$ cat src/rtl/lst_pkg.sv
// Shared types for the walking-ones shorts tester.
package lst_pkg;
    // Phase of one test pass.
    typedef enum logic [1:0] {
        ST_IDLE = 2'd0,
        ST_WALK = 2'd1,
        ST_DONE = 2'd2
    } walk_state_t;
endpackage

$ cat src/rtl/walk_seq.sv
// walk_seq: keeps the lane index and the bit-time count for the walking-ones test.
// It decides when a test starts, walks, completes and aborts.
// Assumes: LANES >= 2, RUN_LEN a power of two, 2*GUARD < RUN_LEN, GUARD >= 1.
module walk_seq
    import lst_pkg::*;
#(
    parameter int LANES   = 8,
    parameter int RUN_LEN = 16,
    parameter int GUARD   = 4,
    localparam int LANE_W = $clog2(LANES),
    localparam int BIT_W  = $clog2(RUN_LEN)
) (
    input  logic              clk,
    input  logic              rst_n,
    input  logic              active_i,
    output logic              walking_o,
    output logic              done_o,
    output logic              start_o,
    output logic              in_win_o,
    output logic [LANE_W-1:0] lane_o
);
    localparam logic [LANE_W-1:0] LAST_LANE = LANE_W'(LANES - 1);
    localparam logic [BIT_W-1:0]  LAST_BIT  = BIT_W'(RUN_LEN - 1);
    localparam logic [BIT_W-1:0]  WIN_LO    = BIT_W'(GUARD);
    localparam logic [BIT_W-1:0]  WIN_HI    = BIT_W'(RUN_LEN - 1 - GUARD);

    walk_state_t       state_q;
    logic [LANE_W-1:0] lane_q;
    logic [BIT_W-1:0]  bit_q;

    // Phase, lane and bit-time counters; leaving active always returns to idle at lane 0.
    always_ff @(posedge clk) begin
        if (!rst_n || !active_i) begin
            state_q <= ST_IDLE;
            lane_q  <= '0;
            bit_q   <= '0;
        end else begin
            unique case (state_q)
                ST_IDLE: begin
                    state_q <= ST_WALK;
                    lane_q  <= '0;
                    bit_q   <= '0;
                end
                ST_WALK: begin
                    if (bit_q == LAST_BIT) begin
                        bit_q <= '0;
                        if (lane_q == LAST_LANE) state_q <= ST_DONE;
                        else                     lane_q  <= lane_q + 1'b1;
                    end else begin
                        bit_q <= bit_q + 1'b1;
                    end
                end
                default: state_q <= ST_DONE;
            endcase
        end
    end

    // Phase decode and the skew-tolerant sampling window.
    always_comb begin
        walking_o = (state_q == ST_WALK);
        done_o    = (state_q == ST_DONE);
        start_o   = (state_q == ST_IDLE) && active_i;
        in_win_o  = walking_o && (bit_q >= WIN_LO) && (bit_q <= WIN_HI);
        lane_o    = lane_q;
    end

    // at the end of a run the next lane takes over.
    a_r4_lane_step: assert property (@(posedge clk) disable iff (!rst_n)
        (active_i && walking_o && bit_q == LAST_BIT && lane_q != LAST_LANE)
            |=> (walking_o && lane_q == $past(lane_q) + 1'b1 && bit_q == '0));

    // every start begins at lane 0, bit time 0.
    a_r10_restart: assert property (@(posedge clk) disable iff (!rst_n)
        start_o |=> (walking_o && lane_q == '0 && bit_q == '0));

    // completion holds while the mode stays enabled.
    a_r5_done_hold: assert property (@(posedge clk) disable iff (!rst_n)
        (done_o && active_i) |=> done_o);

    // disabling the mode leaves the sequencer idle.
    a_r2_idle: assert property (@(posedge clk) disable iff (!rst_n)
        !active_i |=> (!walking_o && !done_o));
endmodule

$ cat src/rtl/lane_driver.sv
// lane_driver: turns the sequencer's lane index into the transmit pattern.
// Exactly one lane is high while walking; all lanes are low otherwise.
// Assumes: lane_i is below LANES whenever walking_i is high.
module lane_driver #(
    parameter int LANES   = 8,
    localparam int LANE_W = $clog2(LANES)
) (
    input  logic              walking_i,
    input  logic [LANE_W-1:0] lane_i,
    output logic [LANES-1:0]  tx_o
);
    // One comparator per lane drives that lane's level.
    for (genvar g = 0; g < LANES; g++) begin : g_lane
        always_comb tx_o[g] = walking_i && (lane_i == LANE_W'(g));
    end
endmodule

$ cat src/rtl/walk_checker.sv
// walk_checker: compares received lanes with the expected walking pattern inside
// the window and keeps sticky per-lane open and short flags.
// Assumes: exp_i is the transmit pattern of the current bit time; start_i and
// in_win_i are never high together.
module walk_checker #(
    parameter int LANES = 8
) (
    input  logic             clk,
    input  logic             rst_n,
    input  logic             start_i,
    input  logic             in_win_i,
    input  logic [LANES-1:0] exp_i,
    input  logic [LANES-1:0] rx_i,
    output logic [LANES-1:0] open_o,
    output logic [LANES-1:0] short_o
);
    logic [LANES-1:0] miss_w;
    logic [LANES-1:0] extra_w;

    // Mismatch vectors: expected-high lanes read low, expected-low lanes read high.
    always_comb begin
        miss_w  = exp_i & ~rx_i;
        extra_w = ~exp_i & rx_i;
    end

    // Sticky flags: cleared on a new start, accumulated only inside the window.
    always_ff @(posedge clk) begin
        if (!rst_n || start_i) begin
            open_o  <= '0;
            short_o <= '0;
        end else if (in_win_i) begin
            open_o  <= open_o | miss_w;
            short_o <= short_o | extra_w;
        end
    end

    // a missing high in the window is recorded for that lane.
    a_r6_open_set: assert property (@(posedge clk) disable iff (!rst_n)
        (in_win_i && miss_w != '0) |=> ((open_o & $past(miss_w)) == $past(miss_w)));

    // an unexpected high in the window is recorded for that lane.
    a_r7_short_set: assert property (@(posedge clk) disable iff (!rst_n)
        (in_win_i && extra_w != '0) |=> ((short_o & $past(extra_w)) == $past(extra_w)));

    // outside the window and without a start the flags do not move.
    a_r9_flags_hold: assert property (@(posedge clk) disable iff (!rst_n)
        (!in_win_i && !start_i) |=> ($stable(open_o) && $stable(short_o)));

    // a start leaves every flag clear.
    a_r9_clear: assert property (@(posedge clk) disable iff (!rst_n)
        start_i |=> (open_o == '0 && short_o == '0));
endmodule

$ cat src/rtl/lane_shorts_tester.sv
// lane_shorts_tester: walking-ones opens/shorts test for a group of link lanes.
// It combines the sequencer, the transmit decode and the receive checker.
// Assumes: rx_data arrives within GUARD bit times of tx_data.
module lane_shorts_tester #(
    parameter int LANES   = 8,
    parameter int RUN_LEN = 16,
    parameter int GUARD   = 4
) (
    input  logic             clk,
    input  logic             rst_n,
    input  logic             train_en,
    input  logic             shorts_mode,
    input  logic             random_mode,
    input  logic [LANES-1:0] rx_data,
    output logic [LANES-1:0] tx_data,
    output logic [LANES-1:0] open_flag,
    output logic [LANES-1:0] short_flag,
    output logic             done
);
    localparam int LANE_W = $clog2(LANES);

    logic              active;
    logic              walking;
    logic              start;
    logic              in_win;
    logic [LANE_W-1:0] lane;

    // Test runs only with both enables; the random-data select takes no part.
    always_comb active = train_en && shorts_mode;

    walk_seq #(.LANES(LANES), .RUN_LEN(RUN_LEN), .GUARD(GUARD)) u_seq (
        .clk       (clk),
        .rst_n     (rst_n),
        .active_i  (active),
        .walking_o (walking),
        .done_o    (done),
        .start_o   (start),
        .in_win_o  (in_win),
        .lane_o    (lane)
    );

    lane_driver #(.LANES(LANES)) u_drv (
        .walking_i (walking),
        .lane_i    (lane),
        .tx_o      (tx_data)
    );

    walk_checker #(.LANES(LANES)) u_chk (
        .clk     (clk),
        .rst_n   (rst_n),
        .start_i (start),
        .in_win_i(in_win),
        .exp_i   (tx_data),
        .rx_i    (rx_data),
        .open_o  (open_flag),
        .short_o (short_flag)
    );

    // the completion state drives no lane.
    a_r5_done_quiet: assert property (@(posedge clk) disable iff (!rst_n)
        done |-> (tx_data == '0));

    // an enabled test proceeds whatever the random-data select is.
    a_r3_rand_ignored: assert property (@(posedge clk) disable iff (!rst_n)
        (active && random_mode) |=> (walking || done));

    // at most one lane is driven at any time.
    a_r4_single_lane: assert property (@(posedge clk) disable iff (!rst_n)
        $onehot0(tx_data));
endmodule

$ cat config.mk
export PLATFORM = sky130hd
export DESIGN_NAME = lane_shorts_tester
export DESIGN_NICKNAME = d
export VERILOG_FILES = /design/src/rtl/lst_pkg.sv /design/src/rtl/walk_seq.sv /design/src/rtl/lane_driver.sv /design/src/rtl/walk_checker.sv /design/src/rtl/lane_shorts_tester.sv
export SDC_FILE = /design/constraint.sdc
export NUM_CORES = 1
export LEC_CHECK = 0
export ABC_CLOCK_PERIOD_IN_PS = 1800
export BUFFER_PORTS_ARGS = -buffer_cell sky130_fd_sc_hd__buf_4
export CAP_MARGIN = 5
export CELL_PAD_IN_SITES_DETAIL_PLACEMENT = 1
export CELL_PAD_IN_SITES_GLOBAL_PLACEMENT = 1
export CORE_UTILIZATION = 37
export CTS_BUF_LIST = sky130_fd_sc_hd__clkbuf_8 sky130_fd_sc_hd__clkbuf_16
export CTS_CLUSTER_DIAMETER = 200
export CTS_CLUSTER_SIZE = 14
export DETAILED_ROUTE_END_ITERATION = 16
export HOLD_SLACK_MARGIN = 0.08
export PLACE_DENSITY = 0.74
export SYNTH_ARGS = -nofsm -noshare
export SYNTH_HDL_FRONTEND = slang
export SYNTH_HIERARCHICAL = 1
export SYNTH_SLANG_ARGS = --single-unit
$ cat constraint.sdc
create_clock -name clk -period 1.8 [get_ports clk]
set_input_delay 0.36 -clock clk [delete_from_list [all_inputs] [get_ports clk]]
set_output_delay 0.36 -clock clk [all_outputs]
set_load 0.005 [all_outputs]
# Word-level counts from Yosys, hierarchy flattened
# Cells that the tools add are included.
[word_totals] regBits=25 output_inout_bits=25 word_cells=57
[classes] add_sub_neg=2 magnitude_cmp=2 n_eq_ne=13 muxes=8 n_bitwise=6 reduce_logical=21
[op_table] op="AND 8 bit" n=2
[op_table] op="NOT 8 bit" n=2
[op_table] op="bitwise OR 8 bit" n=2
[op_table] op="== test 3 bit (second input constant)" n=4
[op_table] op="logical AND 1 bit" n=12
[op_table] op="case mux 4 bit (2 select lines)" n=1
[op_table] op="== test 3 x 2 -> 1 bit (second input constant)" n=2
[op_table] op="two-way mux 3 bit" n=2
[op_table] op="inequality test 2 bit (second input constant)" n=3
[op_table] op="case mux 3 bit (2 select lines)" n=1
[op_table] op="adder 4 x 1 -> 4 bit (second input constant)" n=1
[op_table] op="== test 4 bit (second input constant)" n=1
[op_table] op=">= comparator 4 x 3 -> 1 bit (second input constant)" n=1
[op_table] op="<= comparator 4 bit (second input constant)" n=1
[op_table] op="two-way mux 2 bit" n=2
[op_table] op="two-way mux 4 bit" n=1
[op_table] op="case mux 2 bit (2 select lines)" n=1
[op_table] op="adder 3 x 1 -> 3 bit (second input constant)" n=1
[op_table] op="== test 3 x 1 -> 1 bit (second input constant)" n=1
[op_table] op="logical NOT 3 bit" n=1
[op_table] op="AND reduction 3 bit" n=1
[op_table] op="== test 2 x 1 -> 1 bit (second input constant)" n=1
[op_table] op="== test 2 bit (second input constant)" n=1
[op_table] op="logical NOT 1 bit" n=2
[op_table] op="4 further kinds" n=5

# Depth between registers and ports, before layout
# Gate-level depths: netlist of the first run.
[depth] ltp_word=5 depth_mapped=6 depth_no_buf=5

# Modules after synthesis
# Netlist of the first run, hierarchy kept.
[by_module_without_submodules] mod="walk_checker" instances=1 cells_each=69 area_per_inst_um2=693.2
[by_module_without_submodules] mod="walk_seq" instances=1 cells_each=55 area_per_inst_um2=469.2
[by_module_without_submodules] mod="lane_driver" instances=1 cells_each=8 area_per_inst_um2=96.3
[by_module_without_submodules] mod="lane_shorts_tester" instances=1 cells_each=1 area_per_inst_um2=6.3

# Worst setup path after synthesis of the first run
# OpenSTA, ideal clock, no wires.
[synth_path] path_type="reg-to-reg" from="register u_seq.lane_q[0] (netlist: u_seq/lane_o[0])" to="register u_seq.lane_q[0] (netlist: u_seq/lane_o[0])" setup_ps=75 arrival_time_ps=1435 required_ps=1725 slack_ps=290 path_stages_with_launch=6 n_path_buf=0 period_less_slack_ps=1510 cell_sequence="dfxtp_1 -> ha_1 -> ha_1 -> nand4b_2 -> or3_1 -> a31oi_1"
[synth_via] elab_chain_cells=4 word_cells_on_any_way=7
[synth_rtl] element="from (decl)" line_no="walk_seq.sv:28" text="logic [LANE_W-1:0] lane_q;"
[synth_rtl] element="from (signal assigned)" line_no="walk_seq.sv:48" text="else lane_q <= lane_q + 1'b1;"
[synth_rtl] element="adder 3 x 1 -> 3 bit" line_no="walk_seq.sv:48"
[synth_rtl] element="two-way mux 3 bit" line_no="walk_seq.sv:47" text="if (lane_q == LAST_LANE) state_q <= ST_DONE;"
[synth_rtl] element="two-way mux 3 bit" line_no="walk_seq.sv:45" text="if (bit_q == LAST_BIT) begin"
[synth_rtl] element="case mux 3 bit (2 select lines)" line_no="walk_seq.sv:38" text="unique case (state_q)"
# Parallel ways exist; a longest one is shown, timed or not. The select of a mux whose other input is x is not followed.
# A chain may end at the register's enable or synchronous reset.

# Worst setup path after layout of the first run
[layout_path] from="register u_seq.state_q[1]" to="output port tx_data[7]"
[layout_via] elab_chain_cells=2
[layout_rtl] element="from (decl)" line_no="walk_seq.sv:27" text="walk_state_t state_q;"
[layout_rtl] element="from (signal assigned)" line_no="walk_seq.sv:34" text="state_q <= ST_IDLE;"
[layout_rtl] element="from (signal assigned)" line_no="walk_seq.sv:40" text="state_q <= ST_WALK;"
[layout_rtl] element="from (signal assigned)" line_no="walk_seq.sv:47"
[layout_rtl] element="== test 2 x 1 -> 1 bit" line_no="walk_seq.sv:60" text="walking_o = (state_q == ST_WALK);"
[layout_rtl] element="logical AND 1 bit" line_no="lane_driver.sv:14" text="always_comb tx_o[g] = walking_i && (lane_i == LANE_W'(g));"
[layout_rtl] element="to (decl)" line_no="lane_shorts_tester.sv:15" text="output logic [LANES-1:0] tx_data,"
# Every way passes these cells.

==> qor.yml, run 1 <==
overflow: 0
synth_top_cells_by_area: "dfxtp_1 40%, nand3b_1 8.3%, a21oi_2 6.9%"
ir_drop_uv: 243
number_of_instances_in_the_synthesized_netlist: 133
drc: 0
synth_nets: 149
yosysUniqueCellTypes: 31
dr.pass1.iters: 4
setup_ws_ns: 0.103
finalInstanceArea_mm2: 0.00166
most_congested_layer_reported_by_global_routing: "met2"
worst_r2r_startpoint: "u_seq/lane_o[0]$_SDFFE_PP0P_"
worst_skew_pair.late_latency_ns: 0.27
cts_inserted_buffers: 3
rows: 20
cts.reportedPaths.clkPinSlew_ns: 0.09
delay_contributed_by_the_slowest_stage_of_the_critical_path_ns: 0.34
first_iter_violations: 22
path_class: "flip-flop to primary output"
clock_sink_count: 25
final_hold_viol_count: 0
portBuffers: 36
tritoncts: "yes"
dieHeight_um: 60.5
gr-usage-met1: 0.210
finalClockSkew_ns: 0.00115
launch_point_of_the_worst_path: "u_seq/state_q[1]$_SDFFE_PP0P_"
grt_pass1_wl_um: 4860
clk_path_buf_depth: 2
worst-path-max-fanout: 6
gr-usage-met3: 0.0256
worst_path_required_time_ns: 1.44
crit_path_end: "tx_data[7]"
yosysTopAreaCell: "dfxtp_1"
synth_top_area_share: 0.396
cellLeakagePower_nw: 0.650
worst-endpoint-arrival_ns: 1.34
cts-htree-levels: 1
antenna_violations_before_repair: 0
finalWirelength_um: 3120
final_stage_net_count: 193
place.gp.congestion: 0.767
placement.setup.worst_slack_ns: 0.169
initial_utilization: 0.401
ys_ff_latch: 25
fp.dieW_um: 60.5
slew_viol_final: 0
max_cap_violations: 0
worst-r2r-setup-slack_ns: 0.20
achievable-frequency_mhz: 589
max_slew_headroom_at_the_worst_pin: 0.767
path_delay_family: "simple AND/OR/NAND/NOR gates"
buffers_inverters_on_critical_path: 2
num_vias: 1126
antenna_cells: 0
layout_cell_share_with_drive_strength_beyond_1: 0.420
period_share: 0.943
routed_via_density: 5.12
worst_slew_pin_slew_ns: 0.349
holdCritPathClass: "input port to flip-flop"
synthToLayoutAreaGrowth_pct: 31.1
report.final.setup_viol: 0
grt_setup_unrepaired: "no"
floorplan.core_area_mm2: 0.00315
power_per_cell_area_mw_per_mm2: 574
setup_tns_ns: 0
reg2regPathDepth: 5
grt_use_met2: 0.316
crit-reg2reg-capture: "u_seq/lane_o[0]$_SDFFE_PP0P_"
post_route_core_utilization: 0.526
critical-path-slowest-cell: "dfxtp_1"
crit_path_cell_trace: "nand2b_4 > clkinvlp_4 > and4_2 > buf_4"
pin_count_of_the_biggest_net_entering_global_routing: 17
final_period_minus_worst_setup_slack_ns: 1.70
synth.yosys.seq_area_share: 0.396
first_global_vias: 1096
status: "finished, final reports clean"
boundaryPins: 38
placed_area_mm2: 0.00157
wl_per_cell_um: 14.2
nFillCells: 395
avgSynthCellArea_um2: 9.51
synth_area_mm2: 0.00126
synth.yosys.warnings: 6
detailedPlacementHpwl_um: 2300
critical_path_depth: 4
die-area_mm2: 0.00366
antenna_left: 0
crit_path_end_kind: "primary output"
grt.total_usage: 0.179
cts_root_buf: "clkbuf_8"
start_kind: "flip-flop"
how the worst min path moves through the flow:
| stage | start | to | slack (ns) | cells past startpoint |
|---|---|---|---|---|
| after CTS | rx_data[6] | u_chk/open_o[6]$_SDFFE_PP0P_ | 0.35 | 3 |
| final | rx_data[6] | u_chk/open_o[6]$_SDFFE_PP0P_ | 0.36 | 3 |
| after detailed placement | u_chk/short_o[3]$_SDFFE_PP0P_ | u_chk/short_o[3]$_SDFFE_PP0P_ | 0.44 | 2 |
| after global routing | rx_data[6] | u_chk/open_o[6]$_SDFFE_PP0P_ | 0.36 | 3 |
| after global placement | u_chk/open_o[1]$_SDFFE_PP0P_ | u_chk/open_o[1]$_SDFFE_PP0P_ | 0.44 | 2 |
| after floorplan | u_chk/open_o[0]$_SDFFE_PP0P_ | u_chk/open_o[0]$_SDFFE_PP0P_ | 0.44 | 2 |
flip-flops by register name, indices dropped and copies added, names as in the netlist:
signal / count
u_chk/open_o: 8
u_chk/short_o: 8
u_seq/bit_q: 4
u_seq/lane_o: 3
u_seq/state_q: 2
area by class of cell:
type,count,area [um^2],share of cell area
Clock buffer,3,41.3,0.0249
Clock inverter,1,3.75,0.00226
Inverter,18,67.6,0.0408
Multi-Input combinational cell,84,652,0.393
Sequential cell,25,500,0.302
Tap cell,44,55.1,0.0332
Timing Repair Buffer,44,330,0.199
Timing Repair inverter,1,7.51,0.00453
metal layers:
layer / wire length [um] / part of all wire
met1: 1330 / 0.43
met2: 1580 / 0.50
met3: 136 / 0.044
met4: 76 / 0.024
met5: 0 / 0
logic make-up after synthesis:
kind of cell	after synthesis	synth area share
AOI/OAI and AO/OA	27	0.145
and+or+nand+nor	53	0.320
adders and majority gates	3	0.0297
DFF	25	0.396
buffers and inverters	24	0.102
xor gates and xnor gates	1	0.00693
where the power goes:
group	internal, mW	switching [mW]	total [mW]
sequential	0.554	0.00114	0.555
clock	0.153	0.184	0.337
combinational	0.0303	0.0285	0.0588
synth_stat cells:
library cell	count
buf_6	3
nor3b_1	1
nand3b_1	14
nand3b_2	2
a21oi_1	9
and4_2	1
o211ai_1	1
and4bb_2	3
and4b_2	4
xnor2_1	1
ha_1	3
nand4b_2	1
buf_12	1
nand4b_1	2
nand3_1	5
and2_1	1
o21ai_0	1
nor2b_1	3
a21oi_2	10
a31oi_1	5
or3_1	3
a22oi_1	1
nor2_1	3
nand2_1	6
clkbuf_1	2
inv_1	18
nor4b_2	1
nand2b_4	1
nand2b_1	1
dfxtp_1	25
and3_2	1
stage by stage:
| stage | std cells | total power [mW] | hold slack, ns |
|---|---|---|---|
| after floorplan | 133 | 0.598 | 0.439 |
| after global placement | 213 | 0.620 | 0.435 |
| after detailed placement | 213 | 0.621 | 0.444 |
| after CTS | 217 | 0.959 | 0.353 |
| after global routing | 220 | 0.990 | 0.363 |
| final | 220 | 0.951 | 0.359 |
worst reg2reg max path, cell delays in order (launching register included):
cell and delay, ns:
dfxtp_1 0.33, ha_1 0.19, ha_1 0.22, nand4b_2 0.25, or3_1 0.33, a31oi_1 0.21
repair_timing:
item / 4_1_cts / 5_1_grt
endpoints found under the setup margin: 8 / 8
gates cloned: 0 / 1
resized for setup: 2 / 3
buffers inserted: 0 / 2
hold buffers: 0 / 0
cell usage in the layout (no fill, tap or decap):
| master | Yosys | final |
|---|---|---|
| a21oi_1 | 9 | 9 |
| a21oi_2 | 10 | 10 |
| a22oi_1 | 1 | 1 |
| a31oi_1 | 5 | 5 |
| and2_1 | 1 | 1 |
| and3_2 | 1 | 1 |
| and4_2 | 1 | 1 |
| and4b_2 | 4 | 4 |
| and4bb_2 | 3 | 3 |
| buf_4 | 0 | 44 |
| clkbuf_8 | 0 | 3 |
| clkinvlp_4 | 0 | 1 |
| dfxtp_1 | 25 | 25 |
| ha_1 | 3 | 3 |
| inv_1 | 18 | 18 |
| inv_2 | 0 | 1 |
| nand2_1 | 6 | 6 |
| nand2b_4 | 1 | 2 |
| nand3_1 | 5 | 5 |
| nand3b_1 | 14 | 14 |
| nand3b_2 | 2 | 2 |
| nand4b_1 | 2 | 2 |
| nand4b_2 | 1 | 1 |
| nor2_1 | 3 | 3 |
| nor2b_1 | 3 | 3 |
| nor3b_1 | 1 | 1 |
| nor4b_4 | 0 | 1 |
| o211ai_1 | 1 | 1 |
| o21ai_0 | 1 | 1 |
| or3_1 | 3 | 3 |
| xnor2_1 | 1 | 1 |
(Power assumes the default switching activity.)
==> run 2: changes to the inputs <==
--- a/config.mk
+++ b/config.mk
@@ -10,13 +10,14 @@
 export CAP_MARGIN = 5
 export CELL_PAD_IN_SITES_DETAIL_PLACEMENT = 1
 export CELL_PAD_IN_SITES_GLOBAL_PLACEMENT = 1
-export CORE_UTILIZATION = 37
-export CTS_BUF_LIST = sky130_fd_sc_hd__clkbuf_8 sky130_fd_sc_hd__clkbuf_16
+export CORE_ASPECT_RATIO = 0.6
+export CORE_UTILIZATION = 39
+export CTS_BUF_LIST = sky130_fd_sc_hd__clkbuf_4
 export CTS_CLUSTER_DIAMETER = 200
 export CTS_CLUSTER_SIZE = 14
 export DETAILED_ROUTE_END_ITERATION = 16
-export HOLD_SLACK_MARGIN = 0.08
-export PLACE_DENSITY = 0.74
+export HOLD_SLACK_MARGIN = 0.03
+export PLACE_DENSITY = 0.78
 export SYNTH_ARGS = -nofsm -noshare
 export SYNTH_HDL_FRONTEND = slang
 export SYNTH_HIERARCHICAL = 1
==> run 2 against run 1 <==
Sequential power about the same. Power fell by 7.7%. Register-to-register slack improved by 0.03 ns. Non-clock buffer count shrank 1. Clock skew grew 0.0024 ns. Fmax down 1.1%. Critical path depth is 2 lower. Critical endpoint is now tx_data[1].
==> qor.yml, run 2 (synthesized netlist as in run 1, its figures left out) <==
drc: 0  # unchanged
clock_sink_count: 25  # unchanged
die-area_mm2: 0.00348  # was 0.00366 mm^2
pin_count_of_the_biggest_net_entering_global_routing: 17  # unchanged
first_global_vias: 1093  # was 1,096
routed_via_density: 5.04  # was 5.12
antenna_cells: 0  # unchanged
multi_input_area_um2: 652  # unchanged
nFillCells: 359  # was 395
cts-htree-levels: 1  # unchanged
clk_path_buf_depth: 2  # unchanged
boundaryPins: 38  # unchanged
ir_drop_uv: 328  # was 243 uV
synthToLayoutAreaGrowth_pct: 29.1  # was 31.1%
worst_r2r_startpoint: "u_seq/lane_o[0]$_SDFFE_PP0P_"  # unchanged
cts_inserted_buffers: 3  # unchanged
holdPathStages: 3  # unchanged
delay_contributed_by_the_slowest_stage_of_the_critical_path_ns: 0.58  # was 0.34 ns
crit-reg2reg-capture: "u_seq/lane_o[0]$_SDFFE_PP0P_"  # unchanged
reg.largest.list: "u_chk/open_o: 8 flops, u_chk/short_o: 8 flops, u_seq/bit_q: 4 flops"  # unchanged
worst_slew_pin_slew_ns: 0.393  # was 0.349 ns
switching_share: 0.218  # was 0.225
p_seq_frac: 0.633  # was 0.583
period_share: 0.953  # was 0.943
grt.total_usage: 0.197  # was 0.179
dieHeight_um: 46.1  # was 60.5 um
path_class: "flip-flop to primary output"  # unchanged
layout_cell_share_with_drive_strength_beyond_1: 0.423  # was 0.420
cts.reportedPaths.clkPinSlew_ns: 0.13  # was 0.09 ns
overflow: 0  # unchanged
worst_path_required_time_ns: 1.44  # about the same
portBuffers: 36  # unchanged
holdCritPathClass: "input port to flip-flop"  # unchanged
wl_per_cell_um: 15.0  # was 14.2 um
hold-path-endpoint: "u_chk/short_o[2]$_SDFFE_PP0P_"  # was u_chk/open_o[6]$_SDFFE_PP0P_
final_stage_net_count: 192  # was 193
grt_pass1_wl_um: 5070  # was 4860 um
clockPowerShare: 0.299  # was 0.355
crit_path_cell_trace: "and4bb_2 > buf_4"  # was nand2b_4 > clkinvlp_4 > and4_2 > buf_4
first_iter_violations: 36  # was 22
final_hold_viol_count: 0  # unchanged
tritoncts: "yes"  # unchanged
start_kind: "flip-flop"  # unchanged
int_pwr_mw: 0.686  # was 0.737 mW
ff_latch_area_um2: 500  # unchanged
commonest_cells_after_routing_fill_and_taps_aside: "43 x buf_4, 25 x dfxtp_1, 17 x inv_1, 14 x nand3b_1, 10 x a21oi_2"  # was 44 x buf_4, 25 x dfxtp_1, 18 x inv_1, 14 x nand3b_1, 10 x a21oi_2
critical-path-slowest-cell: "dfxtp_1"  # unchanged
reg2regPathDepth: 5  # unchanged
worst-r2r-setup-slack_ns: 0.23  # was 0.20 ns
worst_skew_pair.late_latency_ns: 0.31  # was 0.27 ns
power_per_cell_area_mw_per_mm2: 537  # was 574 mW/mm^2
power.switching_mw: 0.191  # was 0.214 mW
initial_utilization: 0.424  # was 0.401
achievable-frequency_mhz: 583  # was 589 MHz
crit_path_end_kind: "primary output"  # unchanged
cts_root_buf: "clkbuf_4"  # was clkbuf_8
slew_viol_final: 0  # unchanged
report.final.setup_viol: 0  # unchanged
share_comb_of_total_power: 0.068  # was 0.062
fp.dieW_um: 75.5  # was 60.5 um
final_period_minus_worst_setup_slack_ns: 1.72  # was 1.70 ns
cellLeakagePower_nw: 0.635  # was 0.650 nW
status: "finished, final reports clean"  # unchanged
finalWirelength_um: 3260  # was 3120 um
worst-path-max-fanout: 11  # was 6
worst_hold_startpoint: "rx_data[2]"  # was rx_data[6]
setup_ws_ns: 0.0842  # was 0.103 ns
dr.pass1.iters: 4  # unchanged
num_vias: 1094  # was 1,126
setup_tns_ns: 0  # unchanged
cts.hold.buffers_added: 0  # unchanged
placement.setup.worst_slack_ns: 0.235  # was 0.169 ns
antenna_left: 0  # unchanged
max_slew_headroom_at_the_worst_pin: 0.737  # was 0.767
layout_commonest_cell: "buf_4"  # unchanged
place.gp.congestion: 0.802  # was 0.767
worst-endpoint-arrival_ns: 1.36  # was 1.34 ns
rows: 15  # was 20
grt_setup_unrepaired: "no"  # unchanged
floorplan.core_area_mm2: 0.00298  # was 0.00315 mm^2
finalClockSkew_ns: 0.00359  # was 0.00115 ns
antenna_violations_before_repair: 0  # unchanged
hold-worst-slack_ns: 0.312  # was 0.359 ns
max_cap_violations: 0  # unchanged
detailedPlacementHpwl_um: 2530  # was 2300 um
-- run 2: changes by cell type in the layout (fill, tap and decap cells not counted) --
cell,previous run,this run
clkbuf_4,0,4
clkbuf_8,3,0
buf_4,44,43
inv_1,18,17
-- run 2: worst max-delay path, delay by kind of cell (launching register included) --
kind / cells / cell delay, ns
flip-flops: 1 / 0.58
buffers and inverters: 1 / 0.14
AND/OR/NAND/NOR: 1 / 0.32
-- run 2: worst max-delay path by stage --
stage | from | slack [ns] | depth (start not counted) | endpoint
6_report | u_seq/lane_o[2]$_SDFFE_PP0P_ | 0.08 | 2 | tx_data[1]
5_1_grt | u_seq/lane_o[2]$_SDFFE_PP0P_ | 0.002 | 2 | tx_data[5]
4_1_cts | u_seq/state_q[1]$_SDFFE_PP0P_ | 0.03 | 4 | tx_data[0]
3_5_place_dp | u_seq/state_q[1]$_SDFFE_PP0P_ | 0.24 | 4 | tx_data[0]
3_3_place_gp | u_seq/state_q[1]$_SDFFE_PP0P_ | 0.29 | 4 | tx_data[0]
2_1_floorplan | u_seq/lane_o[0]$_SDFFE_PP0P_ | 0.29 | 5 | u_seq/lane_o[0]$_SDFFE_PP0P_
-- run 2: per-layer routing --
| metal | track usage | share of wire | vias to the layer above |
|---|---|---|---|
| li1 | - | - | 551 |
| met1 | 0.243 | 0.46 | 518 |
| met2 | 0.352 | 0.49 | 23 |
| met3 | 0.0547 | 0.045 | 2 |
| met4 | 0.0370 | 0.0037 | 0 |
| met5 | 0 | 0 | - |
-- run 2: metrics by stage --
step            util  instance area, um^2  std cells  power [mW]
2_1_floorplan      -                 1260        133       0.598
3_3_place_gp   0.527                 1570        211       0.620
3_5_place_dp   0.527                 1570        211       0.623
4_1_cts        0.540                 1610        215       0.889
5_1_grt        0.547                 1630        217       0.915
6_report       0.547                 1630        217       0.877
-- run 2: repair_timing --
item                                   CTS  global route
buffers inserted                         0             1
gates resized for setup                  2             3
setup endpoints to repair                8             4
endpoints found under the hold margin    0             0
gates cloned                             0             1
-- run 2: layout make-up --
type / instances / share of cell area
sequential: 25 / 0.307
timing repair inverter: 1 / 0.00460
timing repair buffer: 43 / 0.198
inverter: 18 / 0.0414
multi-input combinational: 84 / 0.399
tap: 42 / 0.0322
clock buffer: 4 / 0.0184
-- run 2: power by group through the flow --
stage               Combinational (mW)  Clock, mW  Sequential [mW]
detailed placement              0.0554          0            0.567
floorplan                       0.0307          0            0.567
finish                          0.0597      0.262            0.556
global placement                0.0531          0            0.567
global route                    0.0643      0.295            0.556
CTS                             0.0564      0.277            0.555
==> run 3: changes to the inputs <==
--- a/config.mk
+++ b/config.mk
@@ -11,14 +11,13 @@
 export CELL_PAD_IN_SITES_DETAIL_PLACEMENT = 1
 export CELL_PAD_IN_SITES_GLOBAL_PLACEMENT = 1
 export CORE_ASPECT_RATIO = 0.6
-export CORE_UTILIZATION = 39
+export CORE_UTILIZATION = 38
 export CTS_BUF_LIST = sky130_fd_sc_hd__clkbuf_4
 export CTS_CLUSTER_DIAMETER = 200
 export CTS_CLUSTER_SIZE = 14
 export DETAILED_ROUTE_END_ITERATION = 16
 export HOLD_SLACK_MARGIN = 0.03
-export PLACE_DENSITY = 0.78
+export PLACE_DENSITY = 0.79
 export SYNTH_ARGS = -nofsm -noshare
 export SYNTH_HDL_FRONTEND = slang
-export SYNTH_HIERARCHICAL = 1
 export SYNTH_SLANG_ARGS = --single-unit
==> run 3 against run 2 <==
Sequential power barely moved. Die area is 5.7% lower. Critical endpoint is now tx_data[5]. Hold slack worse by 0.091 ns. Fmax fell by 1.9%.
==> qor.yml, run 3 <==
yosysUniqueCellTypes: 29  # was 31
synth_area_mm2: 0.00116  # was 0.00126 mm^2
holdPathStages: 2  # was 3
rows: 15  # unchanged
worst_r2r_startpoint: "u_seq.lane_o[1]$_SDFFE_PP0P_"  # was u_seq/lane_o[0]$_SDFFE_PP0P_
number_of_instances_in_the_synthesized_netlist: 131  # was 133
yosys.area_share.adder: 0.0755  # was 0.0297
avgSynthCellArea_um2: 8.85  # was 9.51 um^2
hold-path-endpoint: "u_chk.open_o[0]$_SDFFE_PP0P_"  # was u_chk/short_o[2]$_SDFFE_PP0P_
gr-usage-met1: 0.296  # was 0.243
synth_ff_type: "dfxtp_1"  # unchanged
dr.pass1.iters: 4  # unchanged
pin_count_of_the_biggest_net_entering_global_routing: 14  # was 17
ys_ff_latch: 25  # unchanged
setup_tns_ns: 0  # unchanged
first_global_vias: 1101  # was 1,093
critical_path.most_common_cell: "buf_4"
antenna_violations_before_repair: 0  # unchanged
crit_path_cell_trace: "buf_4 > inv_2 > ha_4 > nand3_2 > inv_1 > buf_4"  # was and4bb_2 > buf_4
period_share: 0.972  # was 0.953
worst-endpoint-arrival_ns: 1.39  # was 1.36 ns
synth.yosys.seq_area_share: 0.431  # was 0.396
finalClockSkew_ns: 0.0110  # was 0.00359 ns
synth_top_family_by_area: "compound AO/OA/AOI/OAI gates"  # was simple AND/OR/NAND/NOR gates
first_iter_violations: 36  # unchanged
cts_inserted_buffers: 3  # unchanged
reg.largest.list: "u_chk.open_o: 8 flops, u_chk.short_o: 8 flops, u_seq.bit_q: 4 flops"  # was u_chk/open_o: 8 flops, u_chk/short_o: 8 flops, u_seq/bit_q: 4 flops
achievable-frequency_mhz: 571  # was 583 MHz
place.gp.congestion: 0.767  # was 0.802
worst-path-max-fanout: 4  # was 11
overflow: 0  # unchanged
synth_top_cells_by_area: "dfxtp_1 43%, ha_1 7.6%, inv_1 6.5%"  # was dfxtp_1 40%, nand3b_1 8.3%, a21oi_2 6.9%
final_period_minus_worst_setup_slack_ns: 1.75  # was 1.72 ns
most_congested_layer_reported_by_global_routing: "met2"  # unchanged
worst_slew_pin_slew_ns: 0.384  # was 0.393 ns
power_per_cell_area_mw_per_mm2: 541  # was 537 mW/mm^2
synthToLayoutAreaGrowth_pct: 42.9  # was 29.1%
status: "finished, final reports clean"  # unchanged
boundaryPins: 38  # unchanged
placed_area_mm2: 0.00152  # was 0.00157 mm^2
hold-worst-slack_ns: 0.221  # was 0.312 ns
cts.reportedPaths.clkPinSlew_ns: 0.15  # was 0.13 ns
grt.total_usage: 0.225  # was 0.197
layout_cell_share_with_drive_strength_beyond_1: 0.411  # was 0.423
synthMostInstantiatedCell: "dfxtp_1"  # unchanged
synth_nets: 151  # was 149
holdCritPathClass: "input port to flip-flop"  # unchanged
grt_use_met2: 0.374  # was 0.352
dieHeight_um: 44.8  # was 46.1 um
synth.yosys.warnings: 0  # was 6
report.final.setup_viol: 0  # unchanged
parity_gate_share_of_the_synthesized_area_counting_xor_and_xnor_cells: 0.00755  # was 0.00692
synth_top_area_share: 0.431  # was 0.396
ir_drop_uv: 438  # was 328 uV
stdcell_count: 217  # unchanged
ys_async_sr_fraction: 0  # unchanged
yosysTopAreaCell: "dfxtp_1"  # unchanged
final_stage_net_count: 196  # was 192
worst-r2r-setup-slack_ns: 0.08  # was 0.23 ns
start_kind: "flip-flop"  # unchanged
cts_root_buf: "clkbuf_4"  # unchanged
finalInstanceArea_mm2: 0.00166  # was 0.00163 mm^2
crit-reg2reg-capture: "u_seq.lane_o[2]$_SDFFE_PP0P_"  # was u_seq/lane_o[0]$_SDFFE_PP0P_
finalWirelength_um: 3670  # was 3260 um
grt_pass1_wl_um: 5420  # was 5070 um
place.detailed.instances: 212  # was 211
routed_via_density: 5.41  # was 5.04
slew_viol_final: 0  # unchanged
tritoncts: "yes"  # unchanged
synth_compound_gate_area_share: 0.203  # was 0.145
max_cap_violations: 0  # unchanged
delay_contributed_by_the_slowest_stage_of_the_critical_path_ns: 0.37  # was 0.58 ns
max_slew_headroom_at_the_worst_pin: 0.743  # was 0.737
cts.hold.buffers_added: 0  # unchanged
worst_path_required_time_ns: 1.44  # about the same
drc: 0  # unchanged
antenna_cells: 0  # unchanged
critical-path-slowest-cell: "dfxtp_2"  # was dfxtp_1
initial_utilization: 0.401  # was 0.424
synthMuxAreaShare: 0  # unchanged
path_class: "flip-flop to primary output"  # unchanged
yosys.area_share.simple: 0.191  # was 0.320
clock_sink_count: 25  # unchanged
crit_path_end_kind: "primary output"  # unchanged
detailedPlacementHpwl_um: 2680  # was 2530 um
num_vias: 1175  # was 1,094
die-area_mm2: 0.00328  # was 0.00348 mm^2
clk_path_buf_depth: 2  # unchanged
commonest_cells_after_routing_fill_and_taps_aside: "46 x buf_4, 21 x dfxtp_1, 17 x inv_1, 9 x nand2_1, 8 x nor2_1"  # was 43 x buf_4, 25 x dfxtp_1, 17 x inv_1, 14 x nand3b_1, 10 x a21oi_2
portBuffers: 36  # unchanged
wl_per_cell_um: 16.9  # was 15.0 um
launch_point_of_the_worst_path: "u_seq.lane_o[1]$_SDFFE_PP0P_"  # was u_seq/lane_o[2]$_SDFFE_PP0P_
final_hold_viol_count: 0  # unchanged
worst_hold_startpoint: "rx_data[0]"  # was rx_data[2]
cts-htree-levels: 1  # unchanged
layout_commonest_cell: "buf_4"  # unchanged
top_cell_types_by_occurrence_after_synthesis: "25 x dfxtp_1, 20 x inv_1, 11 x nand2_1"  # was 25 x dfxtp_1, 18 x inv_1, 14 x nand3b_1
fp.dieW_um: 73.3  # was 75.5 um
count_of_flip_flops_with_a_built_in_enable_after_synthesis: 0  # unchanged
antenna_left: 0  # unchanged
cellLeakagePower_nw: 0.689  # was 0.635 nW
gr-usage-met3: 0.0603  # was 0.0547
reg2regPathDepth: 5  # unchanged
worst_skew_pair.late_latency_ns: 0.33  # was 0.31 ns
floorplan.core_area_mm2: 0.00289  # was 0.00298 mm^2
==> run 3: changes by cell type in the layout (fill, tap and decap cells not counted), sizes merged, moves of 2 or more <==
cell | previous run | this run
nand4b | 3 | 1
and4b | 4 | 0
nand3b | 16 | 0
nand3 | 5 | 9
and4bb | 3 | 0
a32o | 0 | 6
a21oi | 19 | 3
nor2 | 3 | 8
a41oi | 0 | 4
inv | 18 | 20
o32ai | 0 | 6
nand2 | 6 | 11
buf | 43 | 46
ha | 3 | 7
==> run 3: cell type report <==
type / count / area, um^2
inverters: 20 / 77.6
clock buffers: 4 / 30.0
flip-flops and latches: 25 / 508
repair buffers: 46 / 345
fillers: 351 / 1230
well taps: 42 / 52.6
multi-input cells: 80 / 644
==> run 3: per-stage QoR <==
stage                     worst slack, ns  power [mW]  utilization
after floorplan                    0.0966       0.589            -
after global placement              0.108       0.622        0.526
after detailed placement           0.0286       0.625        0.526
after CTS                        -0.00610       0.898        0.543
after global routing              -0.0148       0.927        0.574
final                              0.0501       0.896        0.574
==> run 3: how the worst max path moves through the flow <==
stage / endpoint / cells past startpoint / slack [ns]
after floorplan: u_seq.lane_o[2]$_SDFFE_PP0P_ / 5 / 0.1
after global placement: u_seq.lane_o[2]$_SDFFE_PP0P_ / 5 / 0.11
after detailed placement: u_seq.lane_o[2]$_SDFFE_PP0P_ / 5 / 0.03
after CTS: tx_data[7] / 6 / -0.006
after global routing: tx_data[2] / 4 / -0.01
final: tx_data[5] / 6 / 0.05
==> run 3: power by group <==
group | switching, mW | total [mW] | internal, mW
combinational | 0.0325 | 0.0617 | 0.0292
clock | 0.178 | 0.280 | 0.102
sequential | 0.00110 | 0.554 | 0.553
total | 0.212 | 0.896 | 0.684
==> run 3: cells by family (layout without fill, tap and decap cells) <==
kind of cell,after synthesis,in the layout
DFF,25,25
and+or+nand+nor,43,43
adders and majority gates,7,7
AOI/OAI and AO/OA,29,29
buffers and inverters,26,70
xor gates and xnor gates,1,1
==> run 3: worst max-delay path, delay by kind of cell, from the launching register on <==
family	cells	cell delay, ns
buf+inv	4	0.43
flops	1	0.37
fa+ha+maj	1	0.14
simple gates	1	0.12
==> run 3: what timing repair did <==
| action | 4_1_cts | 5_1_grt |
|---|---|---|
| buffers inserted | 0 | 1 |
| endpoints found under the setup margin | 8 | 10 |
| gates resized for setup | 8 | 19 |
| pin swaps | 0 | 2 |
| gates cloned | 0 | 0 |
==> run 3: per-layer routing <==
layer	share of wire	routed length, um	up-vias
met5	0	0	-
met1	0.45	1660	582
li1	-	-	553
met2	0.48	1750	33
met4	0.016	57	0
met3	0.055	201	7
